## config.mk

```make
export PLATFORM = sky130hd
export DESIGN_NAME = rep_timer
export DESIGN_NICKNAME = d
export VERILOG_FILES = /design/src/rtl/rep_timer_pkg.sv /design/src/rtl/rep_timer_ctrl.sv /design/src/rtl/rep_timer_chan.sv /design/src/rtl/rep_timer_dp.sv /design/src/rtl/rep_timer.sv
export SDC_FILE = /design/constraint.sdc
export NUM_CORES = 1
export LEC_CHECK = 0
export ABC_CLOCK_PERIOD_IN_PS = 3800
export BUFFER_PORTS_ARGS = -buffer_cell sky130_fd_sc_hd__clkbuf_2
export CAP_MARGIN = 20
export CORE_UTILIZATION = 40
export DETAILED_ROUTE_END_ITERATION = 8
export PLACE_DENSITY = 0.6
export REMOVE_ABC_BUFFERS = 1
export SLEW_MARGIN = 10
export SYNTH_ARGS = -nofsm -noshare
export SYNTH_HDL_FRONTEND = slang
export SYNTH_SLANG_ARGS = --single-unit
export TNS_END_PERCENT = 50
```

## constraint.sdc

```tcl
create_clock -name clk -period 3.8 [get_ports clk]
set_clock_uncertainty 0.1 [all_clocks]
set_input_delay 0.76 -clock clk [delete_from_list [all_inputs] [get_ports clk]]
set_output_delay 0.76 -clock clk [all_outputs]
set_load 0.01 [all_outputs]
```

## src/rtl/rep_timer_pkg.sv

```systemverilog
package rep_timer_pkg;
  localparam int CntW    = 16;
  localparam int NumCh   = 2;
  localparam int AddrW   = 3;
  localparam int SyncLen = 3;
  localparam int ModeLsb = 1;
  localparam int PreLsb  = ModeLsb + NumCh;
  localparam int CtrlW   = PreLsb + NumCh;

  localparam logic [AddrW-1:0] AdrCtrl = 3'd0;
  localparam logic [AddrW-1:0] AdrDiv  = 3'd1;
  localparam logic [AddrW-1:0] AdrPer  = 3'd2;
  localparam logic [AddrW-1:0] AdrRep  = 3'd3;
  localparam logic [AddrW-1:0] AdrCnt  = 3'd4;
  localparam int               AdrCh0  = 5;

  typedef struct packed {
    logic             enable;
    logic [NumCh-1:0] capMode;
    logic [NumCh-1:0] preload;
    logic [CntW-1:0]  div;
    logic [CntW-1:0]  period;
    logic [CntW-1:0]  rep;
  } tmrCfg_t;

  typedef struct packed {
    logic             cntWr;
    logic [NumCh-1:0] chWr;
    logic [CntW-1:0]  wrVal;
  } tmrCmd_t;
endpackage

```

## src/rtl/rep_timer_ctrl.sv

```systemverilog
module rep_timer_ctrl
  import rep_timer_pkg::*;
(
  input  logic                        clk,
  input  logic                        rstN,
  input  logic                        wrEn,
  input  logic [AddrW-1:0]            wrAddr,
  input  logic [CntW-1:0]             wrData,
  input  logic [AddrW-1:0]            rdAddr,
  input  logic [CntW-1:0]             cntVal,
  input  logic [NumCh-1:0][CntW-1:0]  chData,
  output tmrCfg_t                     cfg,
  output tmrCmd_t                     cmd,
  output logic [CntW-1:0]             rdData
);
  logic [CtrlW-1:0] ctrlReg;
  logic [CntW-1:0]  divReg;
  logic [CntW-1:0]  perReg;
  logic [CntW-1:0]  repReg;

  always_ff @(posedge clk) begin
    if (!rstN) begin
      ctrlReg <= '0;
      divReg  <= '0;
      perReg  <= '0;
      repReg  <= '0;
    end else if (wrEn) begin
      case (wrAddr)
        AdrCtrl: ctrlReg <= wrData[CtrlW-1:0];
        AdrDiv:  divReg  <= wrData;
        AdrPer:  perReg  <= wrData;
        AdrRep:  repReg  <= wrData;
        default: ;
      endcase
    end
  end

  always_comb begin
    cfg.enable  = ctrlReg[0];
    cfg.capMode = ctrlReg[ModeLsb +: NumCh];
    cfg.preload = ctrlReg[PreLsb +: NumCh];
    cfg.div     = divReg;
    cfg.period  = perReg;
    cfg.rep     = repReg;
  end

  always_comb begin
    cmd.cntWr = wrEn && (wrAddr == AdrCnt);
    cmd.wrVal = wrData;
    for (int c = 0; c < NumCh; c++) begin
      cmd.chWr[c] = wrEn && (int'(wrAddr) == AdrCh0 + c);
    end
  end

  always_comb begin
    rdData = '0;
    case (rdAddr)
      AdrCtrl: rdData = CntW'(ctrlReg);
      AdrDiv:  rdData = divReg;
      AdrPer:  rdData = perReg;
      AdrRep:  rdData = repReg;
      AdrCnt:  rdData = cntVal;
      default: begin
        for (int c = 0; c < NumCh; c++) begin
          if (int'(rdAddr) == AdrCh0 + c) rdData = chData[c];
        end
      end
    endcase
  end
endmodule

```

## src/rtl/rep_timer_chan.sv

```systemverilog
module rep_timer_chan
  import rep_timer_pkg::*;
(
  input  logic            clk,
  input  logic            rstN,
  input  logic            capMode,
  input  logic            preload,
  input  logic            wrStb,
  input  logic [CntW-1:0] wrVal,
  input  logic [CntW-1:0] cnt,
  input  logic [CntW-1:0] cntNext,
  input  logic            adv,
  input  logic            ovf,
  input  logic            pinIn,
  output logic [CntW-1:0] dataReg,
  output logic            evt,
  output logic            cmpOut
);
  logic [SyncLen-1:0] syncQ;
  logic [CntW-1:0]    cmpAct;
  logic               rise;
  logic               capHit;
  logic               matchHit;

  assign rise     = syncQ[SyncLen-2] & ~syncQ[SyncLen-1];
  assign capHit   = capMode && rise;
  assign matchHit = !capMode && adv && (cntNext == cmpAct);
  assign cmpOut   = !capMode && (cnt < cmpAct);

  always_ff @(posedge clk) begin
    if (!rstN) begin
      syncQ   <= '0;
      dataReg <= '0;
      cmpAct  <= '0;
      evt     <= 1'b0;
    end else begin
      syncQ <= {syncQ[SyncLen-2:0], pinIn};
      if (capHit)     dataReg <= cnt;
      else if (wrStb) dataReg <= wrVal;
      if (wrStb && !preload)     cmpAct <= wrVal;
      else if (ovf && preload)   cmpAct <= dataReg;
      evt <= capHit || matchHit;
    end
  end
endmodule

```

## src/rtl/rep_timer_dp.sv

```systemverilog
module rep_timer_dp
  import rep_timer_pkg::*;
(
  input  logic                        clk,
  input  logic                        rstN,
  input  tmrCfg_t                     cfg,
  input  tmrCmd_t                     cmd,
  input  logic [NumCh-1:0]            chIn,
  output logic [CntW-1:0]             cntVal,
  output logic [NumCh-1:0][CntW-1:0]  chData,
  output logic                        ovfEvt,
  output logic [NumCh-1:0]            ccEvt,
  output logic [NumCh-1:0]            cmpOut
);
  logic [CntW-1:0] psCnt;
  logic [CntW-1:0] divAct;
  logic [CntW-1:0] repCnt;
  logic [CntW-1:0] cnt;
  logic [CntW-1:0] cntNext;
  logic            run;
  logic            tick;
  logic            adv;
  logic            wrap;
  logic            ovf;

  assign run  = cfg.enable && (cfg.period != '0);
  assign tick = run && (psCnt >= divAct);
  assign adv  = tick && !cmd.cntWr;
  assign wrap = adv && (cnt >= cfg.period);
  assign ovf  = wrap && (repCnt == '0);

  always_comb begin
    cntNext = cnt;
    if (cmd.cntWr)  cntNext = cmd.wrVal;
    else if (wrap)  cntNext = '0;
    else if (tick)  cntNext = cnt + 1'b1;
  end

  always_ff @(posedge clk) begin
    if (!rstN) begin
      psCnt  <= '0;
      divAct <= '0;
      repCnt <= '0;
      cnt    <= '0;
      ovfEvt <= 1'b0;
    end else begin
      cnt <= cntNext;
      if (cmd.cntWr) psCnt <= '0;
      else if (run)  psCnt <= tick ? '0 : psCnt + 1'b1;
      if (wrap)      repCnt <= (repCnt == '0) ? cfg.rep : repCnt - 1'b1;
      if (ovf)       divAct <= cfg.div;
      ovfEvt <= ovf;
    end
  end

  assign cntVal = cnt;

  for (genvar c = 0; c < NumCh; c++) begin : gCh
    rep_timer_chan uChan (
      .clk     (clk),
      .rstN    (rstN),
      .capMode (cfg.capMode[c]),
      .preload (cfg.preload[c]),
      .wrStb   (cmd.chWr[c]),
      .wrVal   (cmd.wrVal),
      .cnt     (cnt),
      .cntNext (cntNext),
      .adv     (adv),
      .ovf     (ovf),
      .pinIn   (chIn[c]),
      .dataReg (chData[c]),
      .evt     (ccEvt[c]),
      .cmpOut  (cmpOut[c])
    );
  end
endmodule

```

## src/rtl/rep_timer.sv

```systemverilog
module rep_timer
  import rep_timer_pkg::*;
(
  input  logic              clk,
  input  logic              rstN,
  input  logic              wrEn,
  input  logic [AddrW-1:0]  wrAddr,
  input  logic [CntW-1:0]   wrData,
  input  logic [AddrW-1:0]  rdAddr,
  output logic [CntW-1:0]   rdData,
  input  logic [NumCh-1:0]  chIn,
  output logic              ovfEvt,
  output logic [NumCh-1:0]  ccEvt,
  output logic [NumCh-1:0]  cmpOut
);
  tmrCfg_t                     cfg;
  tmrCmd_t                     cmd;
  logic [CntW-1:0]             cntVal;
  logic [NumCh-1:0][CntW-1:0]  chData;

  rep_timer_ctrl uCtrl (
    .clk    (clk),
    .rstN   (rstN),
    .wrEn   (wrEn),
    .wrAddr (wrAddr),
    .wrData (wrData),
    .rdAddr (rdAddr),
    .cntVal (cntVal),
    .chData (chData),
    .cfg    (cfg),
    .cmd    (cmd),
    .rdData (rdData)
  );

  rep_timer_dp uDp (
    .clk    (clk),
    .rstN   (rstN),
    .cfg    (cfg),
    .cmd    (cmd),
    .chIn   (chIn),
    .cntVal (cntVal),
    .chData (chData),
    .ovfEvt (ovfEvt),
    .ccEvt  (ccEvt),
    .cmpOut (cmpOut)
  );
endmodule

```

== Word-level counts from Yosys, hierarchy flattened ==
Index checks and enable logic that the tools add are counted.

* Bits of input ports: 27
* Output and inout bits: 21
* Register bits: 190
* Word-level logic and storage cells: 99

* Multiplexer cells: 16
* Reductions and logical operators: 40
* Bitwise operators: 5
* Add/sub/neg operators: 3
* Equal/unequal tests: 14
* Magnitude comparators: 4

{| class="wikitable"
|+ Operators by type and width
! operator !! count
|-
| $mux 16 || 15
|-
| $pmux 16 s5 || 1
|-
| $add 16x1->16 const B || 2
|-
| $eq 16x16->1 || 2
|-
| $ge 16x16->1 || 2
|-
| $lt 16x16->1 || 2
|-
| $logic_and 1x1->1 || 20
|-
| $eq 3x2->1 const B || 6
|-
| $logic_not 16->1 || 1
|-
| $reduce_bool 16->1 || 1
|-
| $sub 16x1->16 const B || 1
|-
| $eq 3x3->1 const B || 4
|-
| $reduce_and 2->1 || 4
|-
| $reduce_bool 2->1 || 4
|-
| $eq 3x1->1 const B || 2
|-
| $logic_not 3->1 || 2
|-
| $logic_not 1->1 || 5
|-
| $not 1->1 || 3
|-
| $and 1x1->1 || 2
|-
| $logic_or 1x1->1 || 2
|-
| $reduce_or 2->1 || 1
|}

== Longest topological paths before layout ==
Gate-level depths: netlist (run 1).

* Depth in word-level cells: 10
* Mapped depth: 15
* Gate-level depth less buffers: 12

== By module ==
Synthesis (run 1) repeated with hierarchy kept, for this count alone.

* Cells, all modules: 1426
* Area, all modules: 11591.1 um2

{| class="wikitable"
|+ By module, submodules not included
! module !! area each (um2) !! cells an instance !! seq. area each (um2) !! instances
|-
| rep_timer_dp || 4339.2 || 556 || 1301.2 || 1
|-
| rep_timer_chan || 2114.5 || 241 || 720.7 || 2
|-
| rep_timer_ctrl || 3022.9 || 388 || 1061.0 || 1
|}

== Least setup slack after synthesis (run 1) ==
OpenSTA, ideal clock, no wires.

* Path type: register to output
* From: register uDp.cnt[1] (netlist: uDp.cntVal[1])
* To: output port cmpOut[0]
* Path buffers: 1
* Path slack: 0.690 ns
* Cell stages (with the launch flop): 12
* Arrival: 2.250 ns
* Cells stage by stage: dfxtp_1 ha_1 a21o_1 a21o_1 a21o_1 a21o_1 a21o_1 a211oi_1 o21ai_0 a211o_1 nand2_1 buf_4

* Word-level cells in the longest chain between the ends: 2

{| class="wikitable"
|+ RTL lines
! element !! RTL line !! text
|-
| start, declared || rep_timer_dp.sv:18 || <nowiki>logic [CntW-1:0] cnt;</nowiki>
|-
| start signal, assigned || rep_timer_dp.sv:47 || <nowiki>cnt <= cntNext;</nowiki>
|-
| $lt 16x16->1 || rep_timer_chan.sv:28 || <nowiki>assign cmpOut = !capMode && (cnt < cmpAct);</nowiki>
|-
| $logic_and 1x1->1 || rep_timer_chan.sv:28 ||
|-
| end, declared || rep_timer.sv:14 || <nowiki>output logic [NumCh-1:0] cmpOut</nowiki>
|}

No other way between the ends.

== Worst setup path in the final report (run 1) ==
Same ends and word-level chain as after synthesis.

==> impl_results.md, run 1 <==
- H-tree depth reported by CTS: 4
- PwrDens: 368 nW/um2
- Placed cell count: 1966
- Post-DP HPWL: approximately 30 mm
- Seq pwr share: 42.8%
- Maxcap violations: 0
- Drt wl/cell: 21.0 um
- Drt first-iter violations: 1269
- Lkg Pwr: 5.13 nW
- Critical path fanouts, max: 10
- Worst EP arrival: around 2.8 ns
- Total GRT Usage: around 28%
- Core area: 28900 um2
- Routed vias/inst: 5.88
- Mapped Cells: 1592
- # fillers: between 2000 and 3000
- Top Ports: 48
- Mapped Avg Cell Area: approximately 7.4 um2
- Final hold violations: 0
- P_int: 3.43 mW
- Outcome: completed
- Remaining global-route overflow: 0
- Cts bufs inserted: 17
- Min cycle time layout: 3.70 ns
- Post-synthesis cell type count: 75
- First-pass GRT wire length: 64.8 mm
- Ys flop type: dfxtp_1
- DR pass1 iterations: 5
- Synth Warn #: 0
- I/O Buffers: 47
- Final Cycle Share: 97.3%
- Die Y-Extent: 174 um
- Hold WC Path Type: reg -> reg
- FMAX: 0.270 GHz
- Critical path class: reg -> out
- Final setup TNS: 0 ns
- Final #Nets: 1696
- Clock-pin slew on the worst setup and hold paths: 0.07 ns
- CTS tree: yes
- P&R area growth vs syn: 12.2%
- Post-synth design cell area: between 10000 and 15000 um2
- Final wirelength: 42.0 mm
- Post-synth EDFFs: 0
- Placer Congestion: 0.978
- Comb power frac: roughly 17%
- Antenna Nets Post-Route: 0
- Initial Util: roughly two fifths
- Setup crit end kind: output pin
- Slew headroom: 41.7%
- Root Buffer: clkbuf_16
- Ant diodes: 0
- Initial antenna violation count: 0
- Die footprint: 30300 um2
- DR DRC count: 0
- Synth Register Bits: 190
- Sw frac: 30.0%
- Largest net degree at the start of global routing: 37
- Vias: between 10000 and 15000
- Post-Place Worst Slack: roughly 0.31 ns
- Peak VDD IR: 0.282 mV
- Fraction of registers with async set/reset: 0%
- Layout cells sized above 1: 10.9%
- Clk buf depth: 2
- Final cell count without fillers: 2000
- Hold Buf Count CTS: 0
- CP required: 2.94 ns
- Setup WS post-layout: about 0.10 ns
- Register area share after synthesis: 32.1%
- Worst Max-Slew Pin Slew: 0.864 ns
- Die width: 174 um
- Clk_lat worst skew: 0.44 ns
- Number of global-route vias before repair: 10975
- Slew Limit Fails: 0
- Num rows: 62
- Clock Power Share: 39.8%
- Psw: about 1.5 mW
- Clock sink count: between 150 and 200
- Setup violators final: 0
- Commonest non-fill, non-tap cells in the layout: 214 x nand2_1, 187 x dfxtp_1, 174 x nor2_1, 140 x a21oi_1, 106 x o21ai_0
- Commonest non-fill, non-tap cell in the layout: nand2_1
- Type of origin of the critical path: flop
## cells in the mapped netlist (5+ instances only)
cell type | n | area, um2
and4_1 | 5 | 43.8
nor2b_1 | 16 | 100
a221oi_1 | 27 | 236
nand4_1 | 15 | 93.8
inv_1 | 93 | 349
a311oi_1 | 33 | 289
o22ai_1 | 7 | 43.8
mux2i_1 | 40 | 400
a21o_1 | 42 | 315
nand2b_1 | 9 | 56.3
or3_1 | 6 | 37.5
o21a_1 | 5 | 37.5
a31oi_1 | 6 | 37.5
nand2_1 | 214 | 803
and3_1 | 7 | 43.8
xor2_1 | 13 | 114
and2_1 | 13 | 81.3
a211oi_1 | 51 | 383
a22oi_1 | 5 | 37.5
nor3b_1 | 5 | 37.5
nor2_1 | 174 | 653
buf_2 | 11 | 55.1
a21oi_1 | 141 | 706
buf_1 | 8 | 30.0
nor3_1 | 32 | 160
nand3_1 | 36 | 180
o21ai_0 | 107 | 536
clkbuf_1 | 105 | 394
ha_1 | 66 | 826
o211ai_1 | 22 | 165
nor4_1 | 10 | 62.6
dfxtp_1 | 190 | 3800
o2111ai_1 | 9 | 78.8
## through the flow
| stage | util [%] | area [um2] | hold slack (ns) | power (mW) |
|---|---|---|---|---|
| 2_1_floorplan | - | 11300 | 0.312 | 2.59 |
| 3_3_place_gp | 43.7 | 12600 | 0.316 | 2.96 |
| 3_5_place_dp | 43.7 | 12600 | 0.323 | 2.96 |
| 4_1_cts | 45.8 | 13300 | 0.339 | 4.90 |
| 5_1_grt | 45.9 | 13300 | 0.347 | 5.06 |
| 6_report | 45.9 | 13300 | 0.336 | 4.89 |
## final timing paths
check / from / endpoint / slack, ns / depth (start not counted)
max: uDp.cntVal[1]$_SDFF_PN0_ / cmpOut[0] / 0.10 / 11
min reg2reg: uDp.gCh[1].uChan.syncQ[0]$_SDFF_PN0_ / uDp.gCh[1].uChan.syncQ[1]$_SDFF_PN0_ / 0.34 / 1
min: uDp.gCh[1].uChan.syncQ[0]$_SDFF_PN0_ / uDp.gCh[1].uChan.syncQ[1]$_SDFF_PN0_ / 0.34 / 1
max reg2reg: uCtrl.perReg[10]$_SDFFE_PN0P_ / uDp.gCh[1].uChan.evt$_SDFF_PN0_ / 0.25 / 12
## critical path: stages (launching register included)
cell and delay (ns):
dfxtp_4 0.38, ha_1 0.31, a21o_1 0.16, a21o_1 0.17, a21o_1 0.17, a21o_1 0.17
a21o_1 0.19, a211oi_2 0.21, o21ai_2 0.09, a211o_1 0.30, nand2_1 0.11, clkbuf_2 0.14
## registers in the layout (all words and copies together), names as in the netlist
signal                 cells
uDp.cntVal                16
uDp.gCh.uChan.cmpAct      32
uCtrl.ctrlReg              5
uDp.psCnt                 16
uDp.gCh.uChan.syncQ        6
uCtrl.perReg              16
uDp.repCnt                16
uDp.gCh.uChan.evt          2
uDp.ovfEvt                 1
uDp.divAct                16
uCtrl.divReg              16
uCtrl.repReg              16
uDp.gCh.uChan.dataReg     32
## layout make-up
class                           instances  area [um2]  area share (%)
Inverter                               94         355            2.67
Sequential cell                       190        3810            28.7
Timing Repair Buffer                  120         833            6.27
Clock inverter                         13         175            1.32
Clock buffer                           19         443            3.33
Tap cell                              384         480            3.61
Multi-Input combinational cell       1180        7200            54.1
## per-layer routing
layer	track usage, %	wire (um)	vias to the layer above
li1	-	-	5701
met1	39.5	19900	5629
met2	43.8	18900	381
met3	3.11	2360	47
met4	7.89	877	0
met5	0	0	-
## cells by family (layout without fill, tap and decap cells)
kind of cell | after synthesis | in the layout | share of synthesized area, %
adders and majority gates | 66 | 66 | 6.97
xor gates and xnor gates | 17 | 17 | 1.26
muxes | 41 | 41 | 3.48
and+or+nand+nor | 556 | 556 | 21.0
buffers and inverters | 222 | 246 | 7.28
AOI/OAI and AO/OA | 500 | 500 | 28.0
DFF | 190 | 190 | 32.1
## what timing repair did
item | 4_1_cts | 5_1_grt
gates resized for setup | 5 | 3
setup endpoints to repair | 2 | 2
pin swaps | 0 | 2
buffers inserted | 0 | 2
## power groups by stage
stage	Clock [mW]	Sequential, mW	Combinational (mW)
floorplan	0	2.14	0.456
global placement	0	2.14	0.821
detailed placement	0	2.14	0.827
CTS	1.98	2.09	0.833
global route	2.04	2.10	0.924
finish	1.95	2.09	0.853
No activity file was read; power rests on OpenSTA's default activity.
==> run 2: changes to the inputs <==
--- a/config.mk
+++ b/config.mk
@@ -15,5 +15,6 @@
 export SLEW_MARGIN = 10
 export SYNTH_ARGS = -nofsm -noshare
 export SYNTH_HDL_FRONTEND = slang
+export SYNTH_HIERARCHICAL = 1
 export SYNTH_SLANG_ARGS = --single-unit
 export TNS_END_PERCENT = 50
==> impl_results.md, run 2 <==
- Leading post-synthesis cells by cell area: dfxtp_1 33%, ha_1 7.1%, mux2i_1 6.7%
- Num rows: 61
- Layout cells sized above 1: 11.3%
- Synth top area share: 32.8%
- Routed vias/inst: 5.74
- Yosys top cell by area: dfxtp_1
- Clock-pin slew on the worst setup and hold paths: 0.08 ns
- Most frequent cell after synthesis: dfxtp_1
- Worst r2r dst: uDp/gCh[1].uChan/evt$_SDFF_PN0_
- Worst hold slack: about 0.34 ns
- Critical path fanouts, max: 13
- Post-synth EDFFs: 0
- Final Cell Area: 12800 um2
- Top Ports: 48
- Placer Congestion: 0.927
- DR DRC count: 0
- Drt wl/cell: slightly above 20 um
- Setup crit end kind: flop
- Total GRT Usage: 26.1%
- Complex-gate fraction of the synthesized area: 21.4%
- Post-synthesis simple-gate area fraction: 19.7%
- Hold Buf Count CTS: 0
- CP required: approximately 4 ns
- Synth Warn #: 6
- Hold Path Sink: uDp/gCh[1].uChan/syncQ[1]$_SDFF_PN0_
- Final wirelength: between 30 and 40 mm
- PwrDens: 367 nW/um2
- Setup violators final: 0
- Drt first-iter violations: 931
- Lkg Pwr: 5.17 nW
- Vias: approximately 11000
- Worst Max-Slew Pin Slew: 0.809 ns
- Reg-to-reg startpoint: uDp/psCnt[0]$_SDFFE_PP0P_
- Main combinational cell family by area after synthesis: compound AO/OA/AOI/OAI gates
- CTS tree: yes
- Ys flop type: dfxtp_1
- WHS Path Cells: 1
- Die footprint: between 20000 and 30000 um2
- Final Cycle Share: 95.9%
- H-tree depth reported by CTS: 4
- Fraction of registers with async set/reset: 0%
- Hold WC Path Type: reg -> reg
- Maxcap violations: 0
- Clk buf depth: 2
- Initial Util: 41.2%
- P&R area growth vs syn: 10.5%
- Commonest non-fill, non-tap cells in the layout: 190 x dfxtp_1, 170 x nand2_1, 131 x nor2_1, 96 x inv_1, 80 x a21oi_1
- Die Y-Extent: 172 um
- Setup repair after global routing missed its margin: yes
- Synth cell count leaders: 190 x dfxtp_1, 170 x nand2_1, 133 x nor2_1
- Synth Register Bits: 190
- First-pass GRT wire length: 58.4 mm
- Worst R2R Setup Slack: 0.16 ns
- Final core occ: 45.5%
- Root Buffer: clkbuf_16
- DR pass1 iterations: 7
- Critical path class: reg -> reg
- Adder-Cell Fraction of Synth Area: 7.12%
- Largest net degree at the start of global routing: 67
- Commonest non-fill, non-tap cell in the layout: dfxtp_1
- Slew Limit Fails: 0
- FMAX: 0.274 GHz
- Mapped Avg Cell Area: 8.13 um2
- Clk_lat worst skew: roughly 0.44 ns
- Synth Area in XOR/XNOR: 3.55%
- Number of global-route vias before repair: slightly above 10000
- Initial antenna violation count: 0
- Outcome: completed
- Core area: ~28000 um2
- Antenna Nets Post-Route: 0
- Worst R2R Path Depth: 14
- I/O Buffers: 47
- Die width: 172 um
- Hold_sp: uDp/gCh[1].uChan/syncQ[0]$_SDFF_PN0_
- Final #Nets: 1545
- Post-synth design cell area: 11600 um2
- Mapped Cells: ~1400
- Slew headroom: about 46%
- Cts bufs inserted: 17
- # fillers: about 2800
- Type of origin of the critical path: flop
- Worst EP arrival: 3.91 ns
- Clock sink count: 190
- Post-synthesis cell type count: 70
- Min cycle time layout: 3.64 ns
- Register area share after synthesis: 32.8%
- Post-DP HPWL: 27.0 mm
- Placed Area: 12200 um2
- Final hold violations: 0
- Ant diodes: 0
- Mux contribution to synthesized area: ~7.5%
- Peak VDD IR: 0.243 mV
- Design Power: approximately 4.7 mW
- Remaining global-route overflow: 0
- Regs by FF count: uDp/gCh.uChan/cmpAct x32, uDp/gCh.uChan/dataReg x32
run 2: cell types whose count changed after synthesis, sizes merged, moves of 38 or more:
cell	change
a21oi	-61
nand2	-45
nor2	-41
a21boi	+51
mux2i	+38
buf	+38
clkbuf	-70
o21ai	-54
run 2: area by class of cell:
cell class / count / area, um2 / share of cell area (%)
well taps: 378 / 473 / 3.69
inverters: 96 / 360 / 2.81
repair buffers: 103 / 678 / 5.29
flip-flops and latches: 190 / 3800 / 29.7
clock buffers: 21 / 470 / 3.67
multi-input cells: 1044 / 6900 / 53.8
clock inverters: 11 / 130 / 1.02
run 2: critical path: stages, from the launching register on:
cell and delay [ns]:
dfxtp_1 0.37, inv_1 0.08, ha_1 0.28, nand2b_1 0.17
a2111oi_2 0.50, o311ai_1 0.20, o21ai_1 0.29, nor3_1 0.11
buf_4 0.20, a221oi_1 0.35, a21oi_1 0.13, xor2_1 0.18
nor4_2 0.33, nand4_1 0.14, o22ai_1 0.15
run 2: kinds of logic (layout without fill, tap and decap cells):
group                      Yosys count  count (layout)
AOI/OAI and AO/OA                  359             359
xor gates and xnor gates            47              47
adders and majority gates           66              66
buffers and inverters              192             231
DFF                                190             190
muxes                               86              86
and+or+nand+nor                    486             486
run 2: worst max path at each step:
stage	startpoint	endpoint
2_1_floorplan	uDp/cntVal[11]$_SDFF_PN0_	uDp/gCh[0].uChan/cmpAct[10]$_SDFFE_PN0P_
3_3_place_gp	uDp/psCnt[0]$_SDFFE_PP0P_	uDp/gCh[1].uChan/evt$_SDFF_PN0_
3_5_place_dp	uDp/psCnt[0]$_SDFFE_PP0P_	uDp/gCh[1].uChan/evt$_SDFF_PN0_
4_1_cts	uDp/psCnt[0]$_SDFFE_PP0P_	uDp/gCh[1].uChan/evt$_SDFF_PN0_
5_1_grt	uDp/psCnt[0]$_SDFFE_PP0P_	uDp/gCh[0].uChan/evt$_SDFF_PN0_
6_report	uDp/psCnt[0]$_SDFFE_PP0P_	uDp/gCh[1].uChan/evt$_SDFF_PN0_
run 2: per-layer routing:
layer / up-vias / GRT usage (%) / wire length [um]
met3: 56 / 4.39 / 2500
met4: 0 / 9.31 / 920
met1: 5038 / 34.9 / 16700
li1: 5080 / - / -
met5: - / 0 / 0
met2: 407 / 42.2 / 17300
run 2: per-stage QoR:
stage / instances / setup TNS, ns / setup slack [ns]
floorplan: 1330 / -15.49 / -0.482
global placement: 1810 / 0 / 0.285
detailed placement: 1811 / 0 / 0.152
CTS: 1843 / 0 / 0.0183
global route: 1843 / -0.123 / -0.0704
finish: 1843 / 0 / 0.156
run 2: timing repair:
action	4_1_cts	5_1_grt
resized for setup	0	4
endpoints found under the setup margin	0	5
setup buffers	0	0
run 2: power breakdown:
group          switching, mW  internal, mW  total [mW]  leakage (nW)
combinational          0.470         0.278       0.749          3.34
sequential            0.0448          2.03        2.08          1.54
clock                  0.841          1.03        1.87         0.294
total                   1.36          3.34        4.70          5.17
